$ cat src/rtl/wo_pkt_pkg.sv
package wo_pkt_pkg;

    typedef enum logic [1:0] {
        TAG_BODY = 2'b00,
        TAG_HEAD = 2'b01,
        TAG_TAIL = 2'b10
    } flit_tag_e;

    typedef enum logic [2:0] {
        PH_IDLE,
        PH_HEAD,
        PH_FLUSH,
        PH_PAY,
        PH_TAIL
    } phase_e;

    // Whole packet length in flits for a given set of parameters.
    function automatic int unsigned packet_flits(int unsigned h, int unsigned l,
                                                 int unsigned w, int unsigned n);
        return 1 + h + n * w * (1 + l) + 1;
    endfunction

    // Counter width able to hold 0..max_val (at least one bit).
    function automatic int unsigned cnt_width(int unsigned max_val);
        return (max_val < 1) ? 1 : $clog2(max_val + 1);
    endfunction

endpackage

$ cat src/rtl/wo_pkt_seq.sv
module wo_pkt_seq
    import wo_pkt_pkg::*;
#(
    parameter int unsigned H_ZEROS = 9,
    parameter int unsigned L_ZEROS = 4,
    parameter int unsigned N_SLOTS = 32,
    localparam int unsigned SLOT_W = cnt_width(N_SLOTS - 1)
) (
    input  logic              clk,
    input  logic              rst,
    input  logic              start_i,
    input  logic              adv_i,
    output phase_e            phase_o,
    output logic [SLOT_W-1:0] slot_o,
    output logic              lead_o
);

    localparam int unsigned CNT_MAX = (H_ZEROS > L_ZEROS) ? H_ZEROS : L_ZEROS;
    localparam int unsigned CNT_W   = cnt_width(CNT_MAX);
    localparam logic [CNT_W-1:0] FLUSH_LAST = CNT_W'((H_ZEROS == 0) ? 0 : H_ZEROS - 1);
    localparam logic [CNT_W-1:0] SUB_LAST   = CNT_W'(L_ZEROS);
    localparam logic [SLOT_W-1:0] SLOT_LAST = SLOT_W'(N_SLOTS - 1);
    localparam phase_e AFTER_HEAD = (H_ZEROS > 0) ? PH_FLUSH : PH_PAY;

    phase_e             phase_q;
    logic [CNT_W-1:0]   cnt_q;
    logic [SLOT_W-1:0]  slot_q;

    always_ff @(posedge clk) begin
        if (rst) begin
            phase_q <= PH_IDLE;
            cnt_q   <= '0;
            slot_q  <= '0;
        end else begin
            unique case (phase_q)
                PH_IDLE: begin
                    if (start_i) begin
                        phase_q <= PH_HEAD;
                    end
                end
                PH_HEAD: begin
                    if (adv_i) begin
                        phase_q <= AFTER_HEAD;
                        cnt_q   <= '0;
                        slot_q  <= '0;
                    end
                end
                PH_FLUSH: begin
                    if (adv_i) begin
                        if (cnt_q == FLUSH_LAST) begin
                            phase_q <= PH_PAY;
                            cnt_q   <= '0;
                        end else begin
                            cnt_q <= cnt_q + 1'b1;
                        end
                    end
                end
                PH_PAY: begin
                    if (adv_i) begin
                        if (cnt_q == SUB_LAST) begin
                            cnt_q <= '0;
                            if (slot_q == SLOT_LAST) begin
                                phase_q <= PH_TAIL;
                            end else begin
                                slot_q <= slot_q + 1'b1;
                            end
                        end else begin
                            cnt_q <= cnt_q + 1'b1;
                        end
                    end
                end
                PH_TAIL: begin
                    if (adv_i) begin
                        phase_q <= PH_IDLE;
                    end
                end
                default: phase_q <= PH_IDLE;
            endcase
        end
    end

    assign phase_o = phase_q;
    assign slot_o  = slot_q;
    assign lead_o  = (cnt_q == '0);

endmodule

$ cat src/rtl/wo_pkt_flit.sv
module wo_pkt_flit
    import wo_pkt_pkg::*;
#(
    parameter int unsigned FLIT_W   = 8,
    parameter int unsigned NODE_IDX = 0,
    parameter int unsigned SLOT_W   = 5,
    parameter logic [FLIT_W-1:0] HDR_VALUE = '0,
    parameter logic [FLIT_W-1:0] HDR_MASK  = '1
) (
    input  phase_e            phase_i,
    input  logic [SLOT_W-1:0] slot_i,
    input  logic              lead_i,
    output logic              valid_o,
    output logic [FLIT_W-1:0] data_o,
    output flit_tag_e         tag_o
);

    localparam int unsigned BASE = NODE_IDX * FLIT_W;
    localparam logic [FLIT_W-1:0] HDR_FLIT = HDR_VALUE & HDR_MASK;

    logic [FLIT_W-1:0] walk;

    // One comparator per channel bit: bit b is set only in the node's own
    // slot number BASE+b, and only on the vector flit of that slot.
    for (genvar b = 0; b < FLIT_W; b++) begin : g_walk
        localparam logic [SLOT_W-1:0] MY_SLOT = SLOT_W'(BASE + b);
        assign walk[b] = (phase_i == PH_PAY) && lead_i && (slot_i == MY_SLOT);
    end

    always_comb begin
        data_o = '0;
        tag_o  = TAG_BODY;
        unique case (phase_i)
            PH_HEAD: begin
                data_o = HDR_FLIT;
                tag_o  = TAG_HEAD;
            end
            PH_PAY:  data_o = walk;
            PH_TAIL: tag_o  = TAG_TAIL;
            default: ;
        endcase
    end

    assign valid_o = (phase_i != PH_IDLE);

endmodule

$ cat src/rtl/wo_pkt_gen.sv
module wo_pkt_gen
    import wo_pkt_pkg::*;
#(
    parameter int unsigned FLIT_W    = 8,
    parameter int unsigned NUM_NODES = 4,
    parameter int unsigned NODE_IDX  = 0,
    parameter int unsigned H_ZEROS   = 9,
    parameter int unsigned L_ZEROS   = 4,
    parameter logic [FLIT_W-1:0] HDR_VALUE = 8'h11,
    parameter logic [FLIT_W-1:0] HDR_MASK  = 8'h99
) (
    input  logic              clk,
    input  logic              rst,
    input  logic              start_i,
    input  logic              flit_ready_i,
    output logic              flit_valid_o,
    output logic [FLIT_W-1:0] flit_data_o,
    output logic [1:0]        flit_tag_o
);

    localparam int unsigned N_SLOTS = NUM_NODES * FLIT_W;
    localparam int unsigned SLOT_W  = cnt_width(N_SLOTS - 1);

    phase_e             phase;
    logic [SLOT_W-1:0]  slot;
    logic               lead;
    logic               valid;
    flit_tag_e          tag;
    logic [FLIT_W-1:0]  data;

    wo_pkt_seq #(
        .H_ZEROS (H_ZEROS),
        .L_ZEROS (L_ZEROS),
        .N_SLOTS (N_SLOTS)
    ) u_seq (
        .clk     (clk),
        .rst     (rst),
        .start_i (start_i),
        .adv_i   (valid & flit_ready_i),
        .phase_o (phase),
        .slot_o  (slot),
        .lead_o  (lead)
    );

    wo_pkt_flit #(
        .FLIT_W    (FLIT_W),
        .NODE_IDX  (NODE_IDX),
        .SLOT_W    (SLOT_W),
        .HDR_VALUE (HDR_VALUE),
        .HDR_MASK  (HDR_MASK)
    ) u_flit (
        .phase_i (phase),
        .slot_i  (slot),
        .lead_i  (lead),
        .valid_o (valid),
        .data_o  (data),
        .tag_o   (tag)
    );

    assign flit_valid_o = valid;
    assign flit_data_o  = data;
    assign flit_tag_o   = tag;

endmodule

$ cat config.mk
export PLATFORM = sky130hd
export DESIGN_NAME = wo_pkt_gen
export DESIGN_NICKNAME = d
export VERILOG_FILES = /design/src/rtl/wo_pkt_pkg.sv /design/src/rtl/wo_pkt_seq.sv /design/src/rtl/wo_pkt_flit.sv /design/src/rtl/wo_pkt_gen.sv
export SDC_FILE = /design/constraint.sdc
export NUM_CORES = 1
export LEC_CHECK = 0
export BUFFER_PORTS_ARGS = -buffer_cell sky130_fd_sc_hd__buf_4
export CORE_MARGIN = 3
export CORE_UTILIZATION = 38
export DETAILED_ROUTE_END_ITERATION = 8
export PLACE_DENSITY = 0.7
export SLEW_MARGIN = 20
export SYNTH_ARGS = -nofsm -noshare
export SYNTH_HDL_FRONTEND = slang
export SYNTH_SLANG_ARGS = --single-unit
$ cat constraint.sdc
create_clock -name clk -period 4.9 [get_ports clk]
set_clock_uncertainty 0.05 [all_clocks]
set_input_delay 0.735 -clock clk [delete_from_list [all_inputs] [get_ports clk]]
set_output_delay 0.735 -clock clk [all_outputs]
set_load 0.05 [all_outputs]
# Word-level counts from Yosys, hierarchy flattened
# Cells that the tools add are included.
# word_totals
reg_bits	12
elab_cells	69
input_bits	4
# classes
bitwise_logic	1
reduce_logical	18
muxes	22
eq_ne	23
add_sub_neg	2
# op_table
op	count
$mux W3	8
$eq A5 B3 Y1 const B	4
$mux W4	5
$mux W5	4
$pmux W8 S2	1
$pmux W3 S5	1
$ne A2 B2 Y1 const B	7
$pmux W4 S3	1
$eq A5 B2 Y1 const B	2
$pmux W5 S2	1
$logic_and A1 B1 Y1	9
$reduce_and A8 Y1	1
$eq A3 B2 Y1 const B	2
$reduce_bool A3 Y1	2
$add A5 B1 Y5 const B	1
$eq A5 B1 Y1 const B	1
$eq A5 B5 Y1 const B	1
$logic_not A5 Y1	1
$reduce_and A5 Y1	1
$add A4 B1 Y4 const B	1
$eq A4 B3 Y1 const B	1
$eq A4 B4 Y1 const B	1
$logic_not A4 Y1	1
$ne A2 B1 Y1 const B	2
7 further kinds	7

# Longest topological paths before layout
# Gate-level depths: netlist of run 1.
# logic_depth
ltp_word	5
ltp_mapped	7
mapped_depth_nobuf	7

# Modules after synthesis
# A second synthesis of run 1 with hierarchy kept.
# hier_totals
cells_unflattened	106
hier_area_um2	900.9
# by_module_without_submodules
mod	n_inst	area_per_inst_um2	cells_per_inst	seq_area_each_um2
wo_pkt_seq	1	739.5	85	240.2
wo_pkt_flit	1	155.1	20	0.0
wo_pkt_gen	1	6.3	1	0.0

# Least setup slack after synthesis of run 1
# OpenSTA, ideal clock, no wires.
# synth_path
path_kind	register to output
startpoint	register u_seq.phase_q[1], in the netlist u_seq.phase_o[1]
endpoint	output flit_data_o[0]
stages_incl_launch_ff	5
slack_ps	1839
arrival_ps	2276
required_time_ps	4115
n_path_buf	2
cell_sequence	dfxtp_1 -> buf_2 -> clkbuf_1 -> nor3_1 -> a41o_1
# synth_via
elab_chain_cells	4
elab_cells_between_ends	5
cone_classes	eq/ne: 2; mux: 1; reduce/logical: 2
# synth_lines
element	line_no	text
from (decl)	wo_pkt_seq.sv:25	phase_e phase_q;
from (signal assigned)	wo_pkt_seq.sv:31	phase_q <= PH_IDLE;
from (signal assigned)	wo_pkt_seq.sv:38	phase_q <= PH_HEAD;
from (signal assigned)	wo_pkt_seq.sv:43	phase_q <= AFTER_HEAD;
$eq A3 B2 Y1	wo_pkt_flit.sv:27, wo_pkt_flit.sv:33	
$logic_and A1 B1 Y1 (2 in a row)	wo_pkt_flit.sv:27	assign walk[b] = (phase_i == PH_PAY) && lead_i && (slot_i == MY_SLOT);
$pmux W8 S2 *	wo_pkt_flit.sv:33	unique case (phase_i)
to (decl)	wo_pkt_gen.sv:17	output logic [FLIT_W-1:0] flit_data_o,
# Mark *: on every way between the ends. The rest lies on a longest branch, timed or not.

# Worst setup path in the final report of run 1
# layout_path
startpoint	register u_seq.phase_q[1], in the netlist u_seq.phase_o[1]
endpoint	output flit_data_o[3]
# Same word-level chain as after synthesis.

==> insert_results.sql, run 1 <==
INSERT INTO impl_metrics (metric_group, metric, value, unit) VALUES
('timing', 'max_slew.worst_pin.slew', '629', 'ps'),
('placement', 'port_buffers', '14', ''),
('synthesis', 'synth_common_cells', 'sky130_fd_sc_hd__dfxtp_1 (12), sky130_fd_sc_hd__nor2_1 (11), sky130_fd_sc_hd__inv_1 (10)', ''),
('floorplan', 'die_w', '54.6', 'um'),
('placement', 'dp_worst_setup_slack', '2290', 'ps'),
('clock_network', 'root_buffer', 'sky130_fd_sc_hd__clkbuf_4', ''),
('floorplan', 'top_level_ports', '15', ''),
('detailed_routing', 'avgViaCountPerCell', '5.52', ''),
('synthesis', 'postSynthNetCount', '122', ''),
('detailed_routing', 'drt-wirelength-per-cell', '12.8', 'um'),
('detailed_routing', 'wl_met2', '878', 'um'),
('grt', 'grt_antenna_before_repair', '0', ''),
('timing', 'max_freq', '0.341', 'GHz'),
('worst_setup_path', 'critical_path.endpoint_type', 'output pin', ''),
('timing', 'rsz0062_at_grt', 'no', ''),
('clock_network', 'worst_skew_pair.late_latency', '280', 'ps'),
('synthesis', 'ys_warn_count', '0', ''),
('detailed_routing', 'number_of_routed_nets_with_antenna_violations', '0', ''),
('floorplan', 'initial_utilization', '42.6', '%'),
('clock_network', 'cts_buffers', '3', ''),
('timing', 'tns', '0', 'ps'),
('outcome', 'status', 'finished, final reports clean', ''),
('pwr', 'ir_worst_vdd', '0.323', 'mV'),
('synthesis', 'synthTopCellsByArea', 'sky130_fd_sc_hd__dfxtp_1 (27%), sky130_fd_sc_hd__ha_1 (9.8%), sky130_fd_sc_hd__nor2_1 (4.6%)', ''),
('clock_network', 'clk_path_buf_depth', '2', ''),
('clock_network', 'cts_sinks', '12', ''),
('synthesis', 'dominantRegCellSynth', 'sky130_fd_sc_hd__dfxtp_1', ''),
('final_layout', 'fin_nets', '134', ''),
('detailed_routing', 'dr.first_iter.drc_count', '14', ''),
('detailed_routing', 'post-route-drc-count', '0', ''),
('job', 'drv.max_cap_violation_count', '0', ''),
('worst_hold_path', 'min-delay-path-class', 'reg2reg', ''),
('final_layout', 'layout-area-overhead-vs-synth', '15.5', '%'),
('grt', 'grt_overflow', '0', ''),
('grt', 'total_global_routing_track_utilization', '15.9', '%'),
('floorplan', 'die-area', '0.00298', 'mm^2'),
('floorplan', 'core-area', '0.00210', 'mm^2'),
('synthesis', 'post-synth-top-area-cell', 'sky130_fd_sc_hd__dfxtp_1', ''),
('timing', 'report.final.slew_viol_count', '0', ''),
('timing', 'worst_slew_margin_rel', '57.7', '%'),
('synthesis', 'yosysUniqueCellTypes', '41', ''),
('timing', 'final.min_clock_period', '2930', 'ps'),
('clock_network', 'cts.htree.levels', '1', ''),
('pwr', 'p_leak', '0.000411', 'uW'),
('worst_setup_path', 'crit_slowest_cell', 'sky130_fd_sc_hd__dfxtp_1', ''),
('synthesis', 'post-synth-top-count-cell', 'sky130_fd_sc_hd__dfxtp_1', ''),
('clock_network', 'clkTransAtPathRegs', '90', 'ps'),
('final_layout', 'antenna-diode-count', '0', ''),
('detailed_routing', 'met3RoutedLength', '81', 'um'),
('detailed_routing', 'routed_wirelength', '1910', 'um'),
('synthesis', 'ys_ff_latch', '12', ''),
('timing', 'final-setup-viol-count', '0', ''),
('floorplan', 'num_rows', '16', ''),
('final_layout', 'fill_cells', '216', ''),
('grt', 'grt_pass1_wl', '3340', 'um'),
('placement', 'place.detailed.hpwl', '1430', 'um'),
('synthesis', 'syn_area_per_cell', '8.07', 'um^2'),
('synthesis', 'synth_enable_flop_cells', '0', ''),
('grt', 'grt_pass1_vias', '770', ''),
('synthesis', 'syn-cell-area', '896', 'um^2'),
('timing', 'worst_slack', '1970', 'ps'),
('detailed_routing', 'dr.max_layer_used', 'met4', ''),
('worst_setup_path', 'worstPathCellList', 'nor4bb_1 > nand2_1 > nor3_1 > buf_4', ''),
('worst_setup_path', 'critical_path.max_stage_delay', '660', 'ps'),
('detailed_routing', 'first_pass_iters', '4', ''),
('final_layout', 'layout.core_utilization', '49.2', '%'),
('pwr', 'power_per_cell_area', '451', 'mW/mm^2'),
('detailed_routing', 'm1WireLength', '912', 'um'),
('synthesis', 'seq_area_frac_synth', '26.8', '%'),
('grt', 'largest_net_degree_at_the_start_of_global_routing', '19', ''),
('worst_setup_path', 'worst-endpoint-required', '4120', 'ps');
## power by group
group	switching, uW	internal (uW)	total (uW)
Combinational	152	91.0	243
Sequential	32.1	109	142
Clock	37.5	45.2	82.7
Total	221	246	467
## final cells by class
type	instances	area, um^2	share of cell area (%)
multi-input combinational	82	582	56.2
sequential	12	240	23.2
timing repair buffer	14	105	10.2
inverter	10	37.5	3.63
clock buffer	4	36.3	3.51
tap	27	33.8	3.26
## critical path: cells and delay by family (launching register included)
kind / cells / cell delay [ps]
simple gates: 3 / 980
flops: 1 / 660
buf+inv: 1 / 230
## path summary, 6_finish.rpt
path	startpoint	to	slack, ps	cells after the start
max	u_seq.phase_o[1]	flit_data_o[3]	1970	4
min	u_seq.cnt_q[1]	u_seq.cnt_q[1]	450	2
max reg2reg	u_seq.slot_o[0]	u_seq.slot_o[1]	2780	7
min reg2reg	u_seq.cnt_q[1]	u_seq.cnt_q[1]	450	2
## layout by cell type, fill, tap and decap left out, types with 2 or more instances in the layout
master                     synthesis  layout
sky130_fd_sc_hd__o21ai_0           2       2
sky130_fd_sc_hd__nand4b_1          3       3
sky130_fd_sc_hd__nand2_1           9       9
sky130_fd_sc_hd__dfxtp_1          12      12
sky130_fd_sc_hd__clkbuf_4          0       3
sky130_fd_sc_hd__a41o_1            2       2
sky130_fd_sc_hd__nand3_1           7       7
sky130_fd_sc_hd__inv_1            10      10
sky130_fd_sc_hd__nor2_1           11      11
sky130_fd_sc_hd__nor3_1            5       5
sky130_fd_sc_hd__ha_1              7       7
sky130_fd_sc_hd__nand3b_1          2       2
sky130_fd_sc_hd__a31oi_1           2       2
sky130_fd_sc_hd__buf_4             0      14
sky130_fd_sc_hd__a21oi_1           7       7
## stage by stage
| step | total power, uW | hold WS, ps | std cells | cell area, um^2 |
|---|---|---|---|---|
| 6_report | 467 | 447 | 149 | 1030 |
| 5_1_grt | 503 | 486 | 149 | 1030 |
| 4_1_cts | 471 | 451 | 149 | 1030 |
| 3_5_place_dp | 386 | 440 | 145 | 998 |
| 3_3_place_gp | 381 | 426 | 145 | 998 |
| 2_1_floorplan | 335 | 412 | 111 | 896 |
## sequential cells by signal, indices dropped and copies added, names as in the netlist
register / flops
u_seq.slot_o: 5
u_seq.cnt_q: 4
u_seq.phase_o: 3
## kinds of logic after synthesis
logic type / Yosys count / share of synthesized area [%]
and+or+nand+nor: 53 / 37.0
AOI/OAI and AO/OA: 19 / 14.8
buffers and inverters: 17 / 8.24
DFF: 12 / 26.8
adders and majority gates: 7 / 9.78
muxes: 2 / 2.37
xor gates and xnor gates: 1 / 0.978
## routing by layer
| layer | vias to the layer above | track usage (%) |
|---|---|---|
| li1 | 418 | - |
| met1 | 384 | 19.7 |
| met2 | 15 | 24.9 |
| met3 | 5 | 4.09 |
| met4 | 0 | 8.71 |
| met5 | - | 0 |
Note: power is estimated with default switching activity, not from simulation.
==> run 2, diff against run 1 <==
--- a/config.mk
+++ b/config.mk
@@ -9,7 +9,7 @@
 export CORE_MARGIN = 3
 export CORE_UTILIZATION = 38
 export DETAILED_ROUTE_END_ITERATION = 8
-export PLACE_DENSITY = 0.7
+export PLACE_DENSITY = 0.72
 export SLEW_MARGIN = 20
 export SYNTH_ARGS = -nofsm -noshare
 export SYNTH_HDL_FRONTEND = slang
==> constraint.sdc (replaced) <==
create_clock -name clk -period 2.5 [get_ports clk]
set_clock_uncertainty 0.05 [all_clocks]
set_input_delay 0.375 -clock clk [delete_from_list [all_inputs] [get_ports clk]]
set_output_delay 0.375 -clock clk [all_outputs]
set_load 0.05 [all_outputs]
==> insert_results.sql, run 2 (synthesized netlist as in run 1, its figures left out) <==
INSERT INTO impl_metrics (metric_group, metric, value, unit) VALUES
('grt', 'use_met2', '26.7', '%'),
('worst_hold_path', 'whs_path_depth', '2', ''),
('timing', 'period_utilisation_layout', '90.4', '%'),
('clock_network', 'cts_sinks', '12', ''),
('timing', 'rsz0062_at_grt', 'no', ''),
('grt', 'grt_antenna_before_repair', '0', ''),
('clock_network', 'cts.repair_timing.setup_buffer_count', '0', ''),
('worst_setup_path', 'worstPathArrival', '1830', 'ps'),
('grt', 'met3_usage', '4.90', '%'),
('detailed_routing', 'routed_wirelength', '2040', 'um'),
('pwr', 'ir_worst_vdd', '0.559', 'mV'),
('clock_network', 'root_buffer', 'sky130_fd_sc_hd__clkbuf_4', ''),
('final_layout', 'flip_flop_count_of_the_largest_register_all_copies_and_words_added', '5', ''),
('clock_network', 'cts_buffers', '3', ''),
('worst_setup_path', 'peak_fanout_along_the_critical_path', '11', ''),
('job', 'drv.max_cap_violation_count', '0', ''),
('worst_setup_path', 'criticalPathCategory', 'reg2out', ''),
('grt', 'busiest_layer', 'met2', ''),
('detailed_routing', 'post-route-drc-count', '0', ''),
('final_layout', 'layout-area-overhead-vs-synth', '18.3', '%'),
('final_layout', 'fin_nets', '135', ''),
('placement', 'globalplace.congestion', '0.834', ''),
('timing', 'worst_slew_margin_rel', '55.9', '%'),
('final_layout', 'multi_input_comb_area', '599', 'um^2'),
('grt', 'gr_layer_usage_met1', '18.8', '%'),
('floorplan', 'top_level_ports', '15', ''),
('grt', 'total_global_routing_track_utilization', '16.1', '%'),
('clock_network', 'cts_tree', 'yes', ''),
('worst_hold_path', 'worstHoldEndpoint', 'u_seq.cnt_q[0]', ''),
('placement', 'place_inst', '146', ''),
('clock_network', 'clkTransAtPathRegs', '90', 'ps'),
('grt', 'grt_pass1_wl', '3350', 'um'),
('pwr', 'power_per_cell_area', '897', 'mW/mm^2'),
('timing', 'report.final.slew_viol_count', '0', ''),
('final_layout', 'final_cell_mix', 'sky130_fd_sc_hd__buf_4 (15), sky130_fd_sc_hd__dfxtp_1 (12), sky130_fd_sc_hd__nor2_1 (11), sky130_fd_sc_hd__inv_1 (10), sky130_fd_sc_hd__nand2_1 (9)', ''),
('floorplan', 'die-area', '0.00298', 'mm^2'),
('grt', 'grt_pass1_vias', '740', ''),
('placement', 'place.detailed.hpwl', '1440', 'um'),
('grt', 'grt_overflow', '0', ''),
('final_layout', 'leading_cell_type_in_the_layout_fill_and_taps_excluded', 'sky130_fd_sc_hd__buf_4', ''),
('floorplan', 'die_w', '54.6', 'um'),
('final_layout', 'final-seq-area', '240', 'um^2'),
('outcome', 'status', 'finished, final reports clean', ''),
('timing', 'final.min_clock_period', '2260', 'ps'),
('detailed_routing', 'first_pass_iters', '4', ''),
('worst_setup_path', 'worst-endpoint-required', '2080', 'ps'),
('floorplan', 'core-area', '0.00210', 'mm^2'),
('detailed_routing', 'dr.first_iter.drc_count', '29', ''),
('timing', 'tns', '0', 'ps'),
('final_layout', 'antenna-diode-count', '0', ''),
('grt', 'largest_net_degree_at_the_start_of_global_routing', '18', ''),
('detailed_routing', 'avgViaCountPerCell', '5.61', ''),
('timing', 'max_freq', '0.443', 'GHz'),
('detailed_routing', 'drt-wirelength-per-cell', '13.6', 'um'),
('worst_setup_path', 'critical_path.reg2reg.startpoint', 'u_seq.slot_o[0]', ''),
('worst_setup_path', 'ff2ff_path_depth', '7', ''),
('worst_hold_path', 'min-delay-path-class', 'in2reg', ''),
('floorplan', 'num_rows', '16', ''),
('worst_setup_path', 'regToRegSetupSlack', '330', 'ps'),
('worst_hold_path', 'holdCritStartpoint', 'rst', ''),
('worst_setup_path', 'reg2reg_to', 'u_seq.slot_o[1]', ''),
('timing', 'final-setup-viol-count', '0', ''),
('clock_network', 'worst_skew_pair.late_latency', '290', 'ps'),
('placement', 'port_buffers', '14', ''),
('timing', 'timing.final.hold_violations', '0', ''),
('floorplan', 'initial_utilization', '42.6', '%'),
('clock_network', 'clk_path_buf_depth', '2', ''),
('final_layout', 'layoutNonFillerInstCount', '150', ''),
('final_layout', 'layout_cell_share_with_drive_strength_beyond_1', '23.6', '%'),
('detailed_routing', 'routed-via-count', '842', ''),
('worst_setup_path', 'critical_path.endpoint_type', 'output pin', ''),
('timing', 'max_slew.worst_pin.slew', '652', 'ps'),
('worst_setup_path', 'crit_start_category', 'flop', ''),
('detailed_routing', 'number_of_routed_nets_with_antenna_violations', '0', ''),
('pwr', 'p_leak', '0.000420', 'uW'),
('final_layout', 'fill_cells', '202', ''),
('floorplan', 'die_y', '54.6', 'um'),
('clock_network', 'cts.htree.levels', '1', '');
[run 2: timing repair]
item | 4_1_cts | 5_1_grt
gates resized for setup | 0 | 2
setup endpoints to repair | 0 | 6
hold buffers | 0 | 0
[run 2: metrics by stage]
step / hold WS (ps) / worst slack (ps) / utilization (%) / total power, uW / cell area [um^2]
finish: 293 / 241 / 50.4 / 951 / 1060
detailed placement: 435 / 366 / 48.1 / 777 / 1010
global placement: 427 / 402 / 48.1 / 769 / 1010
floorplan: 393 / -99.3 / - / 660 / 901
global route: 290 / 44.9 / 50.4 / 1020 / 1060
CTS: 286 / 81.6 / 49.8 / 947 / 1050
[run 2: final cells by class]
class | instances | area share (%)
Clock buffer | 4 | 3.42
Inverter | 10 | 3.54
Multi-Input combinational cell | 82 | 56.6
Sequential cell | 12 | 22.7
Tap cell | 27 | 3.19
Timing Repair Buffer | 15 | 10.6
[run 2: worst max path at each step]
stage                     startpoint         endpoint  slack [ps]  depth (start not counted)
finish              u_seq.phase_o[0]   flit_data_o[1]         240                          5
global route        u_seq.phase_o[0]   flit_data_o[1]          40                          5
CTS                 u_seq.phase_o[0]   flit_data_o[3]          80                          5
detailed placement   u_seq.slot_o[0]  u_seq.slot_o[1]         370                          7
global placement     u_seq.slot_o[0]  u_seq.slot_o[1]         400                          7
floorplan             u_seq.cnt_q[0]   flit_data_o[1]        -100                          5
[run 2: power by group]
group	internal, uW	total [uW]	leakage [uW]	switching, uW
Clock	88.8	162	0.0000210	73.2
Sequential	215	250	0.0000974	35.5
Combinational	196	539	0.000302	342
[run 2: critical path: stages (launching register included)]
cell and delay, ps:
sky130_fd_sc_hd__dfxtp_1 510, sky130_fd_sc_hd__inv_1 150, sky130_fd_sc_hd__nor4_2 330, sky130_fd_sc_hd__nand2_1 160, sky130_fd_sc_hd__nor3_1 160, sky130_fd_sc_hd__buf_4 220
[run 2: metal layers]
| metal | vias to the layer above | routed length [um] | share of wire (%) |
|---|---|---|---|
| met3 | 4 | 126 | 6.2 |
| li1 | 425 | - | - |
| met4 | 0 | 34 | 1.7 |
| met2 | 21 | 964 | 47 |
| met5 | - | 0 | 0 |
| met1 | 392 | 914 | 45 |
